## src/rtl/psel_pkg.sv

```systemverilog
package psel_pkg;

  localparam int DEF_ENTRIES = 16;
  localparam int DEF_PORTS   = 4;
  localparam int DEF_AGE_W   = 4;

  // Width of an index over n items, never below one bit.
  function automatic int idx_bits(input int n);
    return (n > 1) ? $clog2(n) : 1;
  endfunction

endpackage

```

## src/rtl/psel_port_route.sv

```systemverilog
// Splits the global bid vector into one request vector per port,
// according to the port each entry was bound to at dispatch.
module psel_port_route #(
  parameter int M  = psel_pkg::DEF_ENTRIES,
  parameter int P  = psel_pkg::DEF_PORTS,
  parameter int PW = psel_pkg::idx_bits(psel_pkg::DEF_PORTS)
) (
  input  logic [M-1:0]    bid_i,
  input  logic [M*PW-1:0] port_i,
  output logic [P*M-1:0]  req_o
);

  for (genvar p = 0; p < P; p++) begin : g_port
    for (genvar i = 0; i < M; i++) begin : g_ent
      assign req_o[p*M + i] = bid_i[i] && (port_i[i*PW +: PW] == PW'(p));
    end
  end

endmodule

```

## src/rtl/psel_age_tree.sv

```systemverilog
// 1-of-M oldest-first selector built as a balanced tournament tree.
// Nodes are stored heap-style: node 0 is the root, and the leaves sit at
// M-1 .. 2M-2 in entry order, so a left child always covers lower indices.
module psel_age_tree #(
  parameter int M  = psel_pkg::DEF_ENTRIES,
  parameter int AW = psel_pkg::DEF_AGE_W
) (
  input  logic [M-1:0]    req_i,
  input  logic [M*AW-1:0] age_i,
  output logic [M-1:0]    gnt_o
);

  localparam int IW    = psel_pkg::idx_bits(M);
  localparam int NODES = 2*M - 1;

  logic [NODES-1:0]         nd_vld;
  logic [NODES-1:0][AW-1:0] nd_age;
  logic [NODES-1:0][IW-1:0] nd_idx;

  for (genvar i = 0; i < M; i++) begin : g_leaf
    assign nd_vld[M-1+i] = req_i[i];
    assign nd_age[M-1+i] = age_i[i*AW +: AW];
    assign nd_idx[M-1+i] = IW'(i);
  end

  for (genvar k = 0; k < M-1; k++) begin : g_node
    logic take_left;
    // Left wins on an age tie, which favours the lower entry index.
    assign take_left = nd_vld[2*k+1] &&
                       (!nd_vld[2*k+2] || (nd_age[2*k+1] <= nd_age[2*k+2]));
    assign nd_vld[k] = nd_vld[2*k+1] || nd_vld[2*k+2];
    assign nd_age[k] = take_left ? nd_age[2*k+1] : nd_age[2*k+2];
    assign nd_idx[k] = take_left ? nd_idx[2*k+1] : nd_idx[2*k+2];
  end

  always_comb begin
    gnt_o = '0;
    if (nd_vld[0]) gnt_o[nd_idx[0]] = 1'b1;
  end

endmodule

```

## src/rtl/psel_top.sv

```systemverilog
// Port-partitioned oldest-first issue selector: one independent age tree
// per execution port, each seeing only the entries bound to it.
module psel_top #(
  parameter int NUM_ENTRIES = psel_pkg::DEF_ENTRIES,
  parameter int NUM_PORTS   = psel_pkg::DEF_PORTS,
  parameter int AGE_W       = psel_pkg::DEF_AGE_W,
  parameter int PORT_W      = psel_pkg::idx_bits(NUM_PORTS)
) (
  input  logic [NUM_ENTRIES-1:0]        bid_i,
  input  logic [NUM_ENTRIES*AGE_W-1:0]  age_i,
  input  logic [NUM_ENTRIES*PORT_W-1:0] port_i,
  output logic [NUM_PORTS*NUM_ENTRIES-1:0] gnt_o
);

  localparam int GW = NUM_PORTS * NUM_ENTRIES;

  logic [GW-1:0] port_req;

  psel_port_route #(
    .M  (NUM_ENTRIES),
    .P  (NUM_PORTS),
    .PW (PORT_W)
  ) u_route (
    .bid_i  (bid_i),
    .port_i (port_i),
    .req_o  (port_req)
  );

  for (genvar p = 0; p < NUM_PORTS; p++) begin : g_sel
    psel_age_tree #(
      .M  (NUM_ENTRIES),
      .AW (AGE_W)
    ) u_tree (
      .req_i (port_req[p*NUM_ENTRIES +: NUM_ENTRIES]),
      .age_i (age_i),
      .gnt_o (gnt_o[p*NUM_ENTRIES +: NUM_ENTRIES])
    );
  end

endmodule

```

## config.mk

```make
export PLATFORM = sky130hd
export DESIGN_NAME = psel_top
export DESIGN_NICKNAME = d
export VERILOG_FILES = /design/src/rtl/psel_pkg.sv /design/src/rtl/psel_port_route.sv /design/src/rtl/psel_age_tree.sv /design/src/rtl/psel_top.sv
export SDC_FILE = /design/constraint.sdc
export NUM_CORES = 1
export LEC_CHECK = 0
export BUFFER_PORTS_ARGS = -buffer_cell sky130_fd_sc_hd__buf_2
export CAP_MARGIN = 5
export CELL_PAD_IN_SITES_DETAIL_PLACEMENT = 1
export CELL_PAD_IN_SITES_GLOBAL_PLACEMENT = 2
export CORE_MARGIN = 5
export CORE_UTILIZATION = 30
export DETAILED_ROUTE_END_ITERATION = 8
export PLACE_DENSITY_LB_ADDON = 0.1
export SETUP_SLACK_MARGIN = 0.3
export SLEW_MARGIN = 10
export SYNTH_ARGS = -nofsm -noshare
export SYNTH_HDL_FRONTEND = slang
export SYNTH_SLANG_ARGS = --single-unit
```

## constraint.sdc

```tcl
create_clock -name vclk -period 7.2
set_input_delay 0.36 -clock vclk [all_inputs]
set_output_delay 0.36 -clock vclk [all_outputs]
set_load 0.05 [all_outputs]
```

==> results.txt <==
status = complete, but fails checks
failing checks = setup timing
average size of a mapped cell = 7.35 um^2
Final Max Slew Viols = 0
cts-stage hold buffer count = 0
row count = 61
Post-DP HPWL = 32700 um
RSZ-0062 raised after global routing = yes
number of I/O port buffers = 176
CP max FO = 6
slowest stage delay, CP = 0.35 ns
P&R area growth vs syn = 80.3%
num sequential = 0
Cell Area, Synth = 8450 um^2
Diodes inserted = 0
Slew @ Worst Pin = 1.31 ns
HP Start = port_i[9]
layout cell share with drive strength beyond 1 = 52.5%
Setup crit end kind = output pin
Die H = 178 um
Final min period = 7.26 ns
GR Util All Layers = 23.4%
Worst EP required = 6.84 ns
Area contributors post-synth = ha_1, mux2i_1, o21a_1
Seq/Total Area, Yosys = 0%
routed length per instance = 20.6 um
count leader, synth = ha_1
register area = 0 um^2
synth cell count leaders = ha_1, mux2i_1, inv_1
Critical Path AT = 6.90 ns
CP most frequent cell = o21a_1
total power = 2.21 mW
Post-layout nets = 1899
DR iter-0 viols = 368
hold crit path type = input pin to output pin
clock buf count = 0
final worst setup slack = -0.0584 ns
Hold Path End = gnt_o[20]
Core ar. = 27800 um^2
hold path depth = 7
Critical Path Start Type = input pin
Peak VDD IR = 0.114 mV
P_leak = 7.11 nW
first-pass GRT wire length = 59600 um
Die X = 178 um
gpl congestion = 0.905
slew margin rel. = 11.9%
fin crit share = 101%
largest net degree at the start of global routing = 12
Vias = 10895
Fmax = 138 MHz
Synth area leader = ha_1
number of global-route vias before repair = 11024
Max Cap Violations = 0
Setup Viol. Count Final = 3
Post-Synthesis Cells = 1150
yosys warns = 0
power density over the cells = 145 nW/um^2
Area after DPL = 12200 um^2
Starting Density = 30.4%
syn_nets = 1402
Non-Filler Instances = 2023
post-route ant nets = 0
GR Overflow Total = 0
DR vias/cell = 5.39
post-route cell area = 15200 um^2
Min Hold Slack = 1.43 ns
Setup CP Type = input pin to output pin
total iterations of the first detailed-routing run = 4
num ports = 176
Yosys top cell area share = 20.7%
Total Die Area = 31600 um^2
library cells used by synthesis = 87
Fin. Hold Viols = 0
DRC Markers = 0
post-layout util = 54.8%
initial antenna violation count = 0
placed cells = 1893
slowest library cell on the worst path = o41a_1
final WL = 41700 um
## per-stage QoR
stage / setup WS, ns / TNS, ns
2_1_floorplan: 0.0826 / 0
3_3_place_gp: -0.237 / -2.63
3_5_place_dp: -0.525 / -9.02
4_1_cts: 0.184 / 0
5_1_grt: -0.306 / -6.09
6_report: -0.0584 / -0.103
## worst max path at each step
stage	start	end	cells past startpoint
2_1_floorplan	age_i[37]	gnt_o[14]	36
5_1_grt	age_i[37]	gnt_o[47]	37
6_report	age_i[37]	gnt_o[47]	37
4_1_cts	age_i[37]	gnt_o[47]	36
3_3_place_gp	age_i[5]	gnt_o[40]	28
3_5_place_dp	age_i[37]	gnt_o[40]	35
## worst max-delay path: cells and delay by family
family,cells,cell delay [ns]
simple gates,7,0.95
fa+ha+maj,4,0.99
buf+inv,5,0.61
compound gates,21,3.94
## report_power, final
part	internal [mW]	switching, mW	leakage, nW
sequential	0	0	0
clock	0	0	0
combinational	1.03	1.18	7.11
total	1.03	1.18	7.11
## metal layers
metal | global-route usage (%) | vias to the layer above | wire length (um)
li1 | - | 5314 | -
met1 | 32.9 | 5360 | 19500
met2 | 40.1 | 181 | 20200
met3 | 1.38 | 40 | 1260
met4 | 3.61 | 0 | 718
met5 | 0 | - | 0
## cell families (layout without fill, tap and decap cells)
| group | count (synthesis) | after routing | share of synthesized area (%) |
|---|---|---|---|
| compound gates | 323 | 323 | 27.6 |
| buf+inv | 127 | 622 | 5.84 |
| mux | 161 | 161 | 19.6 |
| xor+xnor | 2 | 2 | 0.207 |
| fa+ha+maj | 140 | 140 | 20.7 |
| simple gates | 397 | 397 | 26.0 |
## cell usage in the layout, fill, tap and decap left out, types with 14 or more instances in the layout
cell type	count
buf_2	106
mux2_2	28
a21oi_2	17
buf_6	102
ha_1	108
nand2b_1	18
a21o_1	24
mux2i_1	85
nand3_1	18
o211ai_1	17
nand4_1	22
mux2i_4	17
mux2i_2	21
ha_4	25
a21oi_1	31
o21ai_0	21
buf_4	280
nand2_1	78
nor4_4	14
o21a_1	55
nor2_1	55
inv_1	99
nand2_2	14
buf_8	20
nor2b_1	26
o21ai_1	17
## layout make-up
| cell class | instances | area, um^2 |
|---|---|---|
| inverter | 109 | 433 |
| tap | 378 | 473 |
| timing repair buffer | 513 | 4160 |
| multi-input combinational | 1023 | 10200 |
| fill | 3306 | 12500 |
## what timing repair did
action	4_1_cts	5_1_grt
pin swaps	54	73
setup endpoints to repair	64	64
setup buffers	68	62
gates resized for setup	222	282
Power figures use the tool's default switching activity.
